## src/rtl/i2c_cmd_pkg.sv

```systemverilog
package i2c_cmd_pkg;

   typedef enum logic [1:0] {
      CMD_NONE  = 2'd0,
      CMD_WRITE = 2'd1,
      CMD_READ  = 2'd2
   } cmd_kind_e;

endpackage

```

## src/rtl/i2c_cmd_decode.sv

```systemverilog
module i2c_cmd_decode
   import i2c_cmd_pkg::*;
#(
   parameter int DATA_W          = 8,
   parameter bit ZERO_RD_PAYLOAD = 1'b1
) (
   input  logic              wr_en,
   input  logic [DATA_W:0]   wr_word,
   input  logic              gc_block,
   input  logic              rd_req_pend,
   input  logic              rd_req_now,
   output cmd_kind_e         kind,
   output logic              accept,
   output logic              reject,
   output logic [DATA_W:0]   payload
);

   localparam int DIR_BIT = DATA_W;

   logic conflict;

   always_comb begin
      if (!wr_en)               kind = CMD_NONE;
      else if (wr_word[DIR_BIT]) kind = CMD_READ;
      else                      kind = CMD_WRITE;
   end

   assign conflict = gc_block | rd_req_pend | rd_req_now;
   assign reject   = (kind == CMD_READ) && conflict;
   assign accept   = (kind != CMD_NONE) && !reject;

   generate
      if (ZERO_RD_PAYLOAD) begin : g_blank_rd
         always_comb begin
            if (wr_word[DIR_BIT]) payload = {1'b1, {DATA_W{1'b0}}};
            else                  payload = wr_word;
         end
      end else begin : g_pass_rd
         assign payload = wr_word;
      end
   endgenerate

endmodule

```

## src/rtl/i2c_cmd_ctx.sv

```systemverilog
module i2c_cmd_ctx
   import i2c_cmd_pkg::*;
#(
   parameter int TGT_W       = 12,
   parameter int SPECIAL_BIT = 11,
   parameter int GCSEL_BIT   = 10
) (
   input  logic              clk,
   input  logic              rst_n,
   input  logic              tgt_wr_en,
   input  logic [TGT_W-1:0]  tgt_wr_data,
   input  cmd_kind_e         kind,
   input  logic              accept,
   input  logic              slv_rd_req,
   output logic              gc_block,
   output logic              rd_req_pend
);

   logic special_q;
   logic gcsel_q;
   logic gc_sent_q;
   logic pend_q;
   logic wr_taken;
   logic gc_cfg;
   logic unused_tgt_bits;

   assign unused_tgt_bits = ^tgt_wr_data;
   assign wr_taken        = accept && (kind == CMD_WRITE);
   assign gc_cfg          = special_q && !gcsel_q;

   always_ff @(posedge clk or negedge rst_n) begin
      if (!rst_n) begin
         special_q <= 1'b0;
         gcsel_q   <= 1'b0;
         gc_sent_q <= 1'b0;
      end else if (tgt_wr_en) begin
         special_q <= tgt_wr_data[SPECIAL_BIT];
         gcsel_q   <= tgt_wr_data[GCSEL_BIT];
         gc_sent_q <= 1'b0;
      end else if (wr_taken && gc_cfg) begin
         gc_sent_q <= 1'b1;
      end
   end

   always_ff @(posedge clk or negedge rst_n) begin
      if (!rst_n) pend_q <= 1'b0;
      else        pend_q <= slv_rd_req | (pend_q & ~wr_taken);
   end

   assign gc_block    = gc_sent_q & special_q;
   assign rd_req_pend = pend_q;

endmodule

```

## src/rtl/i2c_abort_flag.sv

```systemverilog
module i2c_abort_flag (
   input  logic clk,
   input  logic rst_n,
   input  logic set,
   input  logic clr,
   output logic flag
);

   always_ff @(posedge clk or negedge rst_n) begin
      if (!rst_n) flag <= 1'b0;
      else        flag <= set | (flag & ~clr);
   end

endmodule

```

## src/rtl/i2c_rx_hold.sv

```systemverilog
module i2c_rx_hold #(
   parameter int DATA_W = 8
) (
   input  logic              clk,
   input  logic              rst_n,
   input  logic              rx_valid,
   input  logic [DATA_W-1:0] rx_byte,
   output logic [DATA_W-1:0] held
);

   always_ff @(posedge clk or negedge rst_n) begin
      if (!rst_n)        held <= '0;
      else if (rx_valid) held <= rx_byte;
   end

endmodule

```

## src/rtl/i2c_cmd_gate.sv

```systemverilog
module i2c_cmd_gate
   import i2c_cmd_pkg::*;
#(
   parameter int DATA_W          = 8,
   parameter int TGT_W           = 12,
   parameter int SPECIAL_BIT     = 11,
   parameter int GCSEL_BIT       = 10,
   parameter int INTR_W          = 8,
   parameter int ABRT_BIT        = 6,
   parameter int RDREQ_BIT       = 5,
   parameter bit ZERO_RD_PAYLOAD = 1'b1
) (
   input  logic              clk,
   input  logic              rst_n,
   input  logic              cpu_wr_en,
   input  logic [DATA_W:0]   cpu_wr_data,
   output logic [DATA_W-1:0] cpu_rd_data,
   input  logic              tgt_wr_en,
   input  logic [TGT_W-1:0]  tgt_wr_data,
   input  logic              slv_rd_req,
   input  logic              rx_valid,
   input  logic [DATA_W-1:0] rx_byte,
   input  logic              abort_clr,
   output logic              fifo_push,
   output logic [DATA_W:0]   fifo_data,
   output logic [INTR_W-1:0] raw_intr
);

   localparam int CMD_W = DATA_W + 1;

   generate
      if (DATA_W < 1) begin : g_bad_data
         $error("DATA_W must be at least 1");
      end
      if (SPECIAL_BIT >= TGT_W || GCSEL_BIT >= TGT_W) begin : g_bad_tgt
         $error("target bit positions exceed TGT_W");
      end
      if (SPECIAL_BIT == GCSEL_BIT) begin : g_bad_tgt_overlap
         $error("special and select bits must differ");
      end
      if (ABRT_BIT >= INTR_W || RDREQ_BIT >= INTR_W) begin : g_bad_intr
         $error("interrupt bit positions exceed INTR_W");
      end
      if (ABRT_BIT == RDREQ_BIT) begin : g_bad_intr_overlap
         $error("interrupt bits must differ");
      end
   endgenerate

   cmd_kind_e        kind;
   logic             accept;
   logic             reject;
   logic [CMD_W-1:0] payload;
   logic             gc_block;
   logic             rd_req_pend;
   logic             abort_q;

   i2c_cmd_decode #(
      .DATA_W          (DATA_W),
      .ZERO_RD_PAYLOAD (ZERO_RD_PAYLOAD)
   ) u_decode (
      .wr_en       (cpu_wr_en),
      .wr_word     (cpu_wr_data),
      .gc_block    (gc_block),
      .rd_req_pend (rd_req_pend),
      .rd_req_now  (slv_rd_req),
      .kind        (kind),
      .accept      (accept),
      .reject      (reject),
      .payload     (payload)
   );

   i2c_cmd_ctx #(
      .TGT_W       (TGT_W),
      .SPECIAL_BIT (SPECIAL_BIT),
      .GCSEL_BIT   (GCSEL_BIT)
   ) u_ctx (
      .clk         (clk),
      .rst_n       (rst_n),
      .tgt_wr_en   (tgt_wr_en),
      .tgt_wr_data (tgt_wr_data),
      .kind        (kind),
      .accept      (accept),
      .slv_rd_req  (slv_rd_req),
      .gc_block    (gc_block),
      .rd_req_pend (rd_req_pend)
   );

   i2c_abort_flag u_abort (
      .clk   (clk),
      .rst_n (rst_n),
      .set   (reject),
      .clr   (abort_clr),
      .flag  (abort_q)
   );

   i2c_rx_hold #(
      .DATA_W (DATA_W)
   ) u_rx (
      .clk      (clk),
      .rst_n    (rst_n),
      .rx_valid (rx_valid),
      .rx_byte  (rx_byte),
      .held     (cpu_rd_data)
   );

   always_ff @(posedge clk or negedge rst_n) begin
      if (!rst_n) begin
         fifo_push <= 1'b0;
         fifo_data <= '0;
      end else begin
         fifo_push <= accept;
         if (accept) fifo_data <= payload;
      end
   end

   generate
      for (genvar i = 0; i < INTR_W; i++) begin : g_intr
         if (i == ABRT_BIT) begin : g_abrt
            assign raw_intr[i] = abort_q;
         end else if (i == RDREQ_BIT) begin : g_rdreq
            assign raw_intr[i] = rd_req_pend;
         end else begin : g_spare
            assign raw_intr[i] = 1'b0;
         end
      end
   endgenerate

endmodule

```

## config.mk

```make
export PLATFORM = sky130hd
export DESIGN_NAME = i2c_cmd_gate
export DESIGN_NICKNAME = d
export VERILOG_FILES = /design/src/rtl/i2c_cmd_pkg.sv /design/src/rtl/i2c_cmd_decode.sv /design/src/rtl/i2c_cmd_ctx.sv /design/src/rtl/i2c_abort_flag.sv /design/src/rtl/i2c_rx_hold.sv /design/src/rtl/i2c_cmd_gate.sv
export SDC_FILE = /design/constraint.sdc
export NUM_CORES = 1
export LEC_CHECK = 0
export ABC_AREA = 1
export BUFFER_PORTS_ARGS = -buffer_cell sky130_fd_sc_hd__buf_2
export CAP_MARGIN = 40
export CORE_MARGIN = 5
export CORE_UTILIZATION = 30
export CTS_BUF_LIST = sky130_fd_sc_hd__clkbuf_4 sky130_fd_sc_hd__clkbuf_8 sky130_fd_sc_hd__clkbuf_16
export DETAILED_ROUTE_END_ITERATION = 8
export GPL_ROUTABILITY_DRIVEN = 0
export PLACE_DENSITY = 0.72
export SKIP_CTS_REPAIR_TIMING = 1
export SKIP_LAST_GASP = 1
export SLEW_MARGIN = 15
export SYNTH_ARGS = -nofsm -noshare
export SYNTH_HDL_FRONTEND = slang
export SYNTH_SLANG_ARGS = --single-unit
```

## constraint.sdc

```tcl
create_clock -name clk -period 1.9 [get_ports clk]
set_input_delay 0.095 -clock clk [delete_from_list [all_inputs] [get_ports clk]]
set_output_delay 0.095 -clock clk [all_outputs]
set_load 0.02 [all_outputs]
```

Word-level counts from Yosys, hierarchy flattened. Cells that the tools add are included.

Bitwise gates (word level): 9. Shift-type cells: 0. Div/mod/pow operators: 0. Multiply operators: 0. Reduce and logical (&&, ||, !) cells: 9. Order comparisons: 0. $add $sub $neg: 0. Equality and inequality tests: 2. Multiplexer cells: 5.

Operator list (number): 2-to-1 mux 9 bit (1); logical AND 1 bit (5); 2-to-1 mux 2 bit (2); bitwise OR 1 bit (4); nonzero test 2 bit (2); AND 1 bit (3); == test 2 x 1 -> 1 bit (second input constant) (1); == test 2 bit (second input constant) (1); logical NOT 1 bit (2); 2-to-1 mux 1 bit (2); inverter 1 bit (2).

Memory bits (read-only): 0. Bits in latches: 0. Output and inout bits: 26. Register bits after elaboration: 23. Bits of input ports: 36. Bits in writable memories: 0. Memories kept: 0.

Depth between registers and ports, before layout. Gate-level depths: netlist of run 1.

Word-level depth: 10. Depth in mapped cells: 5.

Modules after synthesis. Synthesis of run 1 repeated with hierarchy kept, for this count alone.

Cell total of the unflattened synthesis: 132. Area total of the unflattened synthesis: 1069.8 um2.

By module, submodules not included: i2c_cmd_gate (sequential area each 250.2 um2, cells each 48, instances 1, area each 430.4 um2); i2c_rx_hold (sequential area each 200.2 um2, cells each 34, instances 1, area each 305.3 um2); i2c_cmd_ctx (sequential area each 100.1 um2, cells each 18, instances 1, area each 172.7 um2); i2c_cmd_decode (sequential area each 0.0 um2, cells each 27, instances 1, area each 121.4 um2); i2c_abort_flag (sequential area each 25.0 um2, cells each 5, instances 1, area each 40.0 um2).

Worst setup path after synthesis of run 1. OpenSTA, ideal clock, no wires.

Kind: reg-to-reg. From: register u_ctx.pend_q (netlist: u_ctx.rd_req_pend). To: register fifo_data[0]. Path buffers: 0. Setup time: 0.118 ns. Cell stages (with the launch flop): 5. Data required time: 1.782 ns. Path slack: 0.978 ns. Arrival time: 0.804 ns. Cells stage by stage: dfrtp_1 > nor2_4 > nand3_2 > nand3_1 > nand2_1.

Word-level cells in the longest chain between the ends: 5.

Ends and longest elaborated chain: from (decl) (line i2c_cmd_ctx.sv:22) `logic pend_q;`; from (signal assigned) (line i2c_cmd_ctx.sv:47) `else pend_q <= slv_rd_req | (pend_q & ~wr_taken);`; bitwise OR 1 bit (2 in a row) (line i2c_cmd_decode.sv:28) `assign conflict = gc_block | rd_req_pend | rd_req_now;`; logical AND 1 bit (line i2c_cmd_decode.sv:29) `assign reject = (kind == CMD_READ) && conflict;`; logical NOT 1 bit (line i2c_cmd_decode.sv:30) `assign accept = (kind != CMD_NONE) && !reject;`; logical AND 1 bit (line i2c_cmd_decode.sv:30); to (signal assigned) (line i2c_cmd_gate.sv:112) `if (accept) fifo_data <= payload;`; to (decl) (line i2c_cmd_gate.sv:25) `output logic [DATA_W:0] fifo_data,`.

Every way passes these cells. A chain may end at the register's enable or synchronous reset.

Worst setup path after layout of run 1. Same ends and word-level chain as after synthesis.

==> results.json, run 1 <==
{
  "wl_per_cell_um": 11.22,
  "synth-seq-cells": 23,
  "grt_max_degree": 24,
  "drc_errors": 0,
  "first_pass_iters": 3,
  "root_buffer": "clkbuf_4",
  "pin_count": 62,
  "grt_pass1_vias": 723,
  "die_area_mm2": 0.004523,
  "drt_iter0_drc": 26,
  "yosys.area_share.adder_pct": 0,
  "seq_area_frac_synth_pct": 58.52,
  "syn_avg_cell_area_um2": 11.18,
  "fin_util_pct": 42.54,
  "drv_cap": 0,
  "critPathBufInv": 0,
  "overflow": 0,
  "drv_slew": 0,
  "timing.final.hold_violations": 2,
  "final_common_cell": "buf_2",
  "max_freq_mhz": 927.9,
  "tns_ns": 0,
  "whs_ns": -0.01007,
  "cts.clk_slew.worst_paths_ns": 0.12,
  "dpl.cell_count": 172,
  "io_buffer_count": 45,
  "path_class": "reg -> reg",
  "end_kind": "register",
  "rrSetupSlack_ns": 0.82,
  "synth.mux.area_fraction_pct": 10.31,
  "cts.sinks": 23,
  "viasPerCell": 4.043,
  "synth.distinct_cells": 16,
  "synth-warning-count": 0,
  "cpPeakStageDelay_ns": 0.43,
  "ir_worst_vdd_mv": 0.1798,
  "finalClockSkew_ns": 0.003487,
  "grtUsageTotal_pct": 9.174,
  "layout.cells.non_filler": 185,
  "rsz0062_at_grt": "no",
  "cp_slowest_cell": "dfrtp_1",
  "synth_top_area_share_pct": 58.52,
  "final_nets": 178,
  "power.density_mw_per_mm2": 789.2,
  "synthXorXnorAreaFrac_pct": 0,
  "finalSetupViolations": 0,
  "fin_crit_ns": 1.078,
  "cp-start-kind": "register",
  "syn_inst": 88,
  "syn_to_final_growth_pct": 34.22,
  "synth_area_um2": 983.4,
  "h-tree-depth": 1,
  "cts_buffer_depth": 2,
  "yosys-top-cells-area": "dfrtp_1 59%, mux2_2 10%, nand2_1 7.3%, buf_4 6.1%, nand3_1 4.6%",
  "worstPathRequired_ns": 2.10,
  "initial_core_util_pct": 31.69,
  "status": "complete, but fails checks",
  "postRouteAntennaNets": 0,
  "cts_tree": "built",
  "final_cell_mix": "45 x buf_2, 23 x dfrtp_1, 19 x nand2_1",
  "synth_top_area_cell": "dfrtp_1",
  "synth_top_family_by_area": "simple AND/OR/NAND/NOR gates",
  "synth-compound-area-share_pct": 2.799,
  "violations": "negative hold slack",
  "finalCritPeriodShare_pct": 56.72,
  "cts_buffers": 3,
  "maxSlewHeadroom_pct": 66.19,
  "fp.dieW_um": 67.26,
  "crit_family": "simple AND/OR/NAND/NOR gates",
  "grt_first_pass_wirelength_um": 3118,
  "yosys.area_share.simple_pct": 17.30,
  "leakagePower_nw": 0.6879,
  "wl_um": 2076,
  "crit_fanout": 10,
  "path_cells": "nor2_4 -> nand3_2 -> nand3_1 -> nand2_1",
  "antenna_found_initial": 0,
  "core_mm2": 0.003103,
  "diodes": 0,
  "drive_gt1_share_pct": 46.81,
  "hp-class": "in -> reg",
  "die_h_um": 67.26,
  "vias": 748,
  "clkLatencyLatePin_ns": 0.30,
  "rows": 20,
  "worst_pin_slew_ns": 0.5072,
  "crit_arrival_ns": 1.28
}
## cells in the mapped netlist, drive strengths merged
library cell  instances
a21oi                 2
nor2                  5
o21ai                 2
inv                   6
dfrtp                23
nand3                11
mux2                  9
conb                  1
nand2                19
buf                  10
## sequential cells by signal, indices dropped and copies added, names as in the netlist
signal             flops
u_abort.flag           1
u_ctx.gcsel_q          1
u_ctx.rd_req_pend      1
u_rx.held              8
fifo_data              9
u_ctx.special_q        1
fifo_push              1
u_ctx.gc_sent_q        1
## layer usage
layer,vias up,global-route usage (%),wire [um]
met3,2,3.494,276
li1,376,-,-
met5,-,0,0
met4,0,3.038,13
met2,35,16.44,974
met1,335,9.845,811
## power by group
part	internal (mW)	switching (mW)
clock	0.0959	0.135
sequential	0.540	0.0251
combinational	0.0979	0.148
## stage by stage
stage	hold slack (ns)	setup slack [ns]	power, mW	area, um2
CTS	-0.2492	0.8101	1.041	1230
finish	-0.01007	0.8223	1.042	1320
global placement	0.07508	0.8756	0.8028	1200
floorplan	-0.2006	0.9780	0.7283	1002
global route	0.004348	0.7369	1.102	1320
detailed placement	0.08873	0.8259	0.8117	1200
## worst min-delay path: cells and delay by family
family / cells / cell delay (ns)
AND/OR/NAND/NOR: 2 / 0.09
buffers and inverters: 1 / 0.08
## cell type report
class	count	area, um2
fill	331	1783
clock buffer	4	30.03
timing repair buffer	54	315.3
tap	44	55.05
multi-input combinational	54	321.6
inverter	6	22.52
sequential	23	575.6
## final timing paths
kind                                        start            to  cells after the start
worst max-delay path            u_ctx.rd_req_pend  fifo_data[0]                      4
worst min-delay path               cpu_wr_data[1]  fifo_data[1]                      3
max in group asynchronous                   rst_n  fifo_data[3]                      2
worst max register to register  u_ctx.rd_req_pend  fifo_data[0]                      4
worst min register to register       fifo_data[2]  fifo_data[2]                      2
min in group asynchronous                   rst_n     fifo_push                      2
## logic make-up after synthesis
logic type / after synthesis
flops: 23
mux: 9
compound gates: 4
buf+inv: 16
simple gates: 35
other cells: 1
Note: power is estimated with default switching activity, not from simulation.
==> inputs of run 2 (changes only) <==
--- a/config.mk
+++ b/config.mk
@@ -5,7 +5,7 @@
 export SDC_FILE = /design/constraint.sdc
 export NUM_CORES = 1
 export LEC_CHECK = 0
-export ABC_AREA = 1
+export ABC_AREA = 0
 export BUFFER_PORTS_ARGS = -buffer_cell sky130_fd_sc_hd__buf_2
 export CAP_MARGIN = 40
 export CORE_MARGIN = 5
@@ -13,7 +13,7 @@
 export CTS_BUF_LIST = sky130_fd_sc_hd__clkbuf_4 sky130_fd_sc_hd__clkbuf_8 sky130_fd_sc_hd__clkbuf_16
 export DETAILED_ROUTE_END_ITERATION = 8
 export GPL_ROUTABILITY_DRIVEN = 0
-export PLACE_DENSITY = 0.72
+export PLACE_DENSITY = 0.7
 export SKIP_CTS_REPAIR_TIMING = 1
 export SKIP_LAST_GASP = 1
 export SLEW_MARGIN = 15
==> constraint.sdc (replaced) <==
create_clock -name clk -period 1.1 [get_ports clk]
set_input_delay 0.055 -clock clk [delete_from_list [all_inputs] [get_ports clk]]
set_output_delay 0.055 -clock clk [all_outputs]
set_load 0.02 [all_outputs]
==> results.json, run 2 <==
{
  "cts.clk_slew.worst_paths_ns": 0.13,
  "synth_area_mm2": 0.001076,
  "reg_top3": "fifo_data: 9 flops, u_rx.held: 8 flops",
  "grt_first_pass_wirelength_um": 3519,
  "seq_area_frac_synth_pct": 53.49,
  "finalSetupViolations": 2,
  "p_total_mw": 1.921,
  "cp-start-kind": "register",
  "syn_to_final_growth_pct": 38.02,
  "worst_pin_slew_ns": 0.5188,
  "final_common_cell": "buf_2",
  "vias": 848,
  "drv_slew": 0,
  "synth_edf_count": 0,
  "crit_start": "u_ctx.special_q",
  "rsz0062_at_grt": "yes",
  "max_freq_mhz": 906.1,
  "status": "complete, but fails checks",
  "maxSlewHeadroom_pct": 65.41,
  "cts_buffer_depth": 2,
  "first_pass_iters": 4,
  "postRouteAntennaNets": 0,
  "initial_core_util_pct": 31.50,
  "yosys-top-cells-area": "dfrtp_1 53%, mux2_2 10%, buf_4 7.0%, nand3b_1 5.6%, o211ai_1 5.6%",
  "power.density_mw_per_mm2": 1293,
  "overflow": 0,
  "h-tree-depth": 1,
  "root_buffer": "clkbuf_4",
  "largest_reg_flops": 9,
  "rrSetupSlack_ns": -0.004,
  "synth_top_area_share_pct": 53.49,
  "end_kind": "register",
  "cts.sinks": 23,
  "fp.dieW_um": 69.89,
  "layout_setup_ws_ns": -0.003600,
  "timing.final.hold_violations": 0,
  "pin_count": 62,
  "viasPerCell": 4.349,
  "ir_worst_vdd_mv": 0.5772,
  "synth-main-ff-cell": "dfrtp_1",
  "fin_crit_ns": 1.104,
  "drive_gt1_share_pct": 42.95,
  "synth.most_common_cell": "dfrtp_1",
  "path_class": "reg -> reg",
  "die_area_mm2": 0.004885,
  "min-delay-start": "cpu_wr_data[6]",
  "synth_top_area_cell": "dfrtp_1",
  "core_mm2": 0.003416,
  "crit_fanout": 8,
  "drv_cap": 0,
  "crit_arrival_ns": 1.31,
  "grtUsageTotal_pct": 8.623,
  "drc_errors": 0,
  "hp-class": "in -> reg",
  "syn_inst": 91,
  "violations": "negative setup slack",
  "die_h_um": 69.89,
  "io_buffer_count": 45,
  "worstPathRequired_ns": 1.30,
  "grt_max_degree": 24,
  "r2r-start": "u_ctx.special_q",
  "wl_per_cell_um": 12.15,
  "finalCritPeriodShare_pct": 100.3,
  "antenna_found_initial": 0,
  "wl_um": 2369,
  "syn_avg_cell_area_um2": 11.82,
  "synth-seq-cells": 23,
  "synth_commonest_cells": "23 x dfrtp_1, 10 x buf_4, 10 x mux2_2",
  "finalClockSkew_ns": 0.0008955,
  "clkLatencyLatePin_ns": 0.31,
  "final_cell_mix": "45 x buf_2, 22 x dfrtp_1, 15 x dlygate4sd3_1",
  "synth.distinct_cells": 18,
  "rows": 21,
  "regMostFlops": "fifo_data",
  "fillers": 322,
  "ys_async_sr_fraction_pct": 100.0,
  "synth-warning-count": 0,
  "dpl.hpwl_um": 1644,
  "final_nets": 186,
  "cts_buffers": 3,
  "grt_pass1_vias": 814,
  "cts_tree": "built",
  "diodes": 0,
  "tns_ns": -0.006213,
  "drt_iter0_drc": 16,
  "leakagePower_nw": 0.6879
}
-- run 2: changes by cell type in the layout (fill, tap and decap cells not counted), sizes merged, moves of 2 or more --
cell and change:
nand2 -10, inv -4, o211ai +8, nand3b +8, nand3 -11, o21ai -2
nand2b +9, dlygate4sd3 +6, nor2 -5, buf +2
-- run 2: path summary, 6_finish.rpt --
path                       cells past startpoint               to
max                                            3     fifo_data[3]
min                                            3     fifo_data[6]
max reg2reg                                    3     fifo_data[3]
min reg2reg                                    1     u_rx.held[3]
max in group asynchronous                      2  u_ctx.special_q
min in group asynchronous                      2     fifo_data[5]
-- run 2: critical path, stage by stage (launching register included) --
cell,delay [ns]
dfrtp_2,0.46
a211oi_4,0.27
buf_6,0.17
o211ai_1,0.10
-- run 2: layer usage --
metal / global-route usage, % / share of wire, % / vias to the layer above
met5: 0 / 0 / -
met4: 1.915 / 0 / 0
met3: 3.156 / 11 / 0
met2: 14.90 / 48 / 41
met1: 10.18 / 41 / 392
li1: - / - / 415
-- run 2: metrics by stage --
step	hold slack [ns]	util, %	setup WS, ns	area (um2)	instances
finish	0.005073	43.48	-0.003600	1485	195
floorplan	-0.2406	-	0.06879	1095	96
global placement	0.04675	37.91	0.007102	1295	175
CTS	-0.2951	38.72	-0.03171	1323	179
detailed placement	0.06333	37.91	-0.01632	1295	175
global route	0.002808	43.48	-0.03895	1485	195
-- run 2: kinds of logic after synthesis --
logic type / after synthesis / share of synthesized area [%]
compound gates: 15 / 11.63
buf+inv: 15 / 9.069
flops: 23 / 53.49
mux: 10 / 10.47
other cells: 1 / 0.3485
simple gates: 27 / 15.00
-- run 2: area by class of cell --
cell class	instances	area, um2	share of cell area [%]
multi-input combinational	58	421.7	28.39
inverter	2	7.507	0.5055
timing repair buffer	62	394.1	26.54
sequential	23	576.8	38.84
tap	46	57.56	3.875
clock buffer	3	22.52	1.516
clock inverter	1	5.005	0.3370
-- run 2: report_power, final --
group / total (mW) / switching [mW] / internal (mW)
registers: 1.01 / 0.0689 / 0.946
clock network: 0.401 / 0.265 / 0.136
logic: 0.506 / 0.281 / 0.225
==> inputs of run 3 (changes only) <==
--- a/config.mk
+++ b/config.mk
@@ -13,8 +13,7 @@
 export CTS_BUF_LIST = sky130_fd_sc_hd__clkbuf_4 sky130_fd_sc_hd__clkbuf_8 sky130_fd_sc_hd__clkbuf_16
 export DETAILED_ROUTE_END_ITERATION = 8
 export GPL_ROUTABILITY_DRIVEN = 0
-export PLACE_DENSITY = 0.7
-export SKIP_CTS_REPAIR_TIMING = 1
+export PLACE_DENSITY_LB_ADDON = 0.15
 export SKIP_LAST_GASP = 1
 export SLEW_MARGIN = 15
 export SYNTH_ARGS = -nofsm -noshare
==> results.json, run 3 (synthesis results as in run 2) <==
{
  "die_area_mm2": 0.004885,
  "drv_slew": 0,
  "cp-start-kind": "register",
  "rows": 21,
  "drc_errors": 0,
  "seq_power_share_pct": 52.3,
  "antenna_found_initial": 0,
  "initial_core_util_pct": 31.50,
  "p_total_mw": 1.934,
  "cts_tree": "built",
  "die_h_um": 69.89,
  "grt_first_pass_wirelength_um": 4133,
  "drt_iter0_drc": 57,
  "crit_start": "u_ctx.special_q",
  "r2r-start": "u_ctx.special_q",
  "drive_gt1_share_pct": 43.62,
  "crit_end": "fifo_data[6]",
  "io_buffer_count": 45,
  "timing.final.hold_violations": 0,
  "cp_slowest_cell": "dfrtp_1",
  "core_mm2": 0.003416,
  "layout_setup_ws_ns": 0.001180,
  "fp.dieW_um": 69.89,
  "root_buffer": "clkbuf_4",
  "regToRegEndpoint": "fifo_data[6]",
  "status": "finished, final reports clean",
  "pin_count": 62,
  "clkLatencyLatePin_ns": 0.30,
  "end_kind": "register",
  "cpPeakStageDelay_ns": 0.44,
  "cts_buffer_depth": 2,
  "regMostFlops": "fifo_data",
  "p_int_mw": 1.340,
  "path_cells": "a211oi_4 -> buf_6 -> o211ai_1",
  "finalClockSkew_ns": 0.002627,
  "diodes": 0,
  "vias": 864,
  "first_pass_iters": 4,
  "detailedPlace.worstSlack_ns": 0.006142,
  "regArea_um2": 576.8,
  "overflow": 0,
  "crit_family": "flip-flops",
  "worstPathRequired_ns": 1.29,
  "power.share.switching_pct": 30.72,
  "wl_per_cell_um": 12.23,
  "reg_top3": "fifo_data: 9 flops, u_rx.held: 8 flops",
  "cts_buffers": 3,
  "combPwrFrac_pct": 26.4,
  "path_class": "reg -> reg",
  "grt_pass1_vias": 929,
  "final_nets": 186,
  "whs_ns": 0.01181,
  "cts.clk_slew.worst_paths_ns": 0.12,
  "syn_to_final_growth_pct": 38.37,
  "dpl.cell_count": 176,
  "h-tree-depth": 1,
  "crit_fanout": 6,
  "max_freq_mhz": 910.1,
  "rrSetupSlack_ns": 0.001,
  "pwr-share-clk_pct": 21.3,
  "finalSetupViolations": 0,
  "worst-path-stages": 3,
  "grtUsageTotal_pct": 10.22,
  "critPathBufInv": 1,
  "fillers": 346,
  "multi_input_area_um2": 421.7,
  "final_common_cell": "buf_2",
  "drv_cap": 0,
  "viasPerCell": 4.431,
  "final_cell_mix": "45 x buf_2, 22 x dfrtp_1, 14 x dlygate4sd3_1",
  "cts.sinks": 23,
  "fin_util_pct": 43.59,
  "rsz0062_at_grt": "yes",
  "r2r_cells": 3,
  "fin_crit_ns": 1.099,
  "worst_pin_slew_ns": 0.5152,
  "wl_um": 2384,
  "crit_arrival_ns": 1.29,
  "min_path_cells": 3,
  "grt_max_degree": 24,
  "finalCritPeriodShare_pct": 99.89,
  "postRouteAntennaNets": 0,
  "hp-class": "in -> reg",
  "switchingPower_mw": 0.5941,
  "largest_reg_flops": 9,
  "layout.cells.non_filler": 195,
  "leakagePower_nw": 0.6909,
  "dpl.hpwl_um": 1740,
  "maxSlewHeadroom_pct": 65.65,
  "ir_worst_vdd_mv": 0.5163,
  "power.density_mw_per_mm2": 1299
}
## run 3: cell count changes in the layout (fill, tap and decap cells not counted), sizes merged
cell	change
buf	+1
clkbuf	+1
clkinv	-1
dlygate4sd3	-1
## run 3: area by class of cell
class | instances | area share [%]
Sequential cell | 23 | 38.74
Timing Repair Buffer | 62 | 26.55
Multi-Input combinational cell | 58 | 28.32
Inverter | 2 | 0.5042
Tap cell | 46 | 3.866
Clock buffer | 4 | 2.017
## run 3: metrics by stage
stage	TNS [ns]	area [um2]
2_1_floorplan	0	1095
3_3_place_gp	0	1303
3_5_place_dp	0	1303
4_1_cts	0	1476
5_1_grt	-0.2813	1489
6_report	0	1489
## run 3: worst min path at each step
stage	startpoint	slack (ns)	end
floorplan	rst_n	-0.24	fifo_data[0]
global placement	rst_n	0.06	u_rx.held[5]
detailed placement	rst_n	0.06	u_rx.held[5]
CTS	cpu_wr_data[1]	0.003	fifo_data[1]
global route	cpu_wr_data[3]	0.01	fifo_data[3]
finish	cpu_wr_data[1]	0.01	fifo_data[1]
## run 3: repair_timing
action | in CTS | in global routing
hold endpoints to repair | 36 | 0
gates resized for setup | 1 | 2
endpoints found under the setup margin | 3 | 9
pin swaps | 0 | 6
setup buffers | 0 | 1
hold buffers | 14 | 0
## run 3: layer usage
metal  vias to the layer above  track usage [%]  wire (um)
met5                         -                0          0
met4                         0            4.468         39
met3                         4            2.439        142
met2                        23            18.36       1196
met1                       423            11.37       1006
li1                        414                -          -
## run 3: tightest hold or removal path: stages
cell,delay (ns)
buf_2,0.07
nand3b_1,0.07
o211ai_1,0.09
## run 3: power groups by stage
stage / Sequential [mW] / Clock (mW) / Combinational, mW
after global placement: 1.02 / 0 / 0.465
after floorplan: 1.13 / 0 / 0.205
after global routing: 1.03 / 0.456 / 0.563
after CTS: 1.01 / 0.435 / 0.514
after detailed placement: 1.03 / 0 / 0.475
final: 1.01 / 0.411 / 0.511
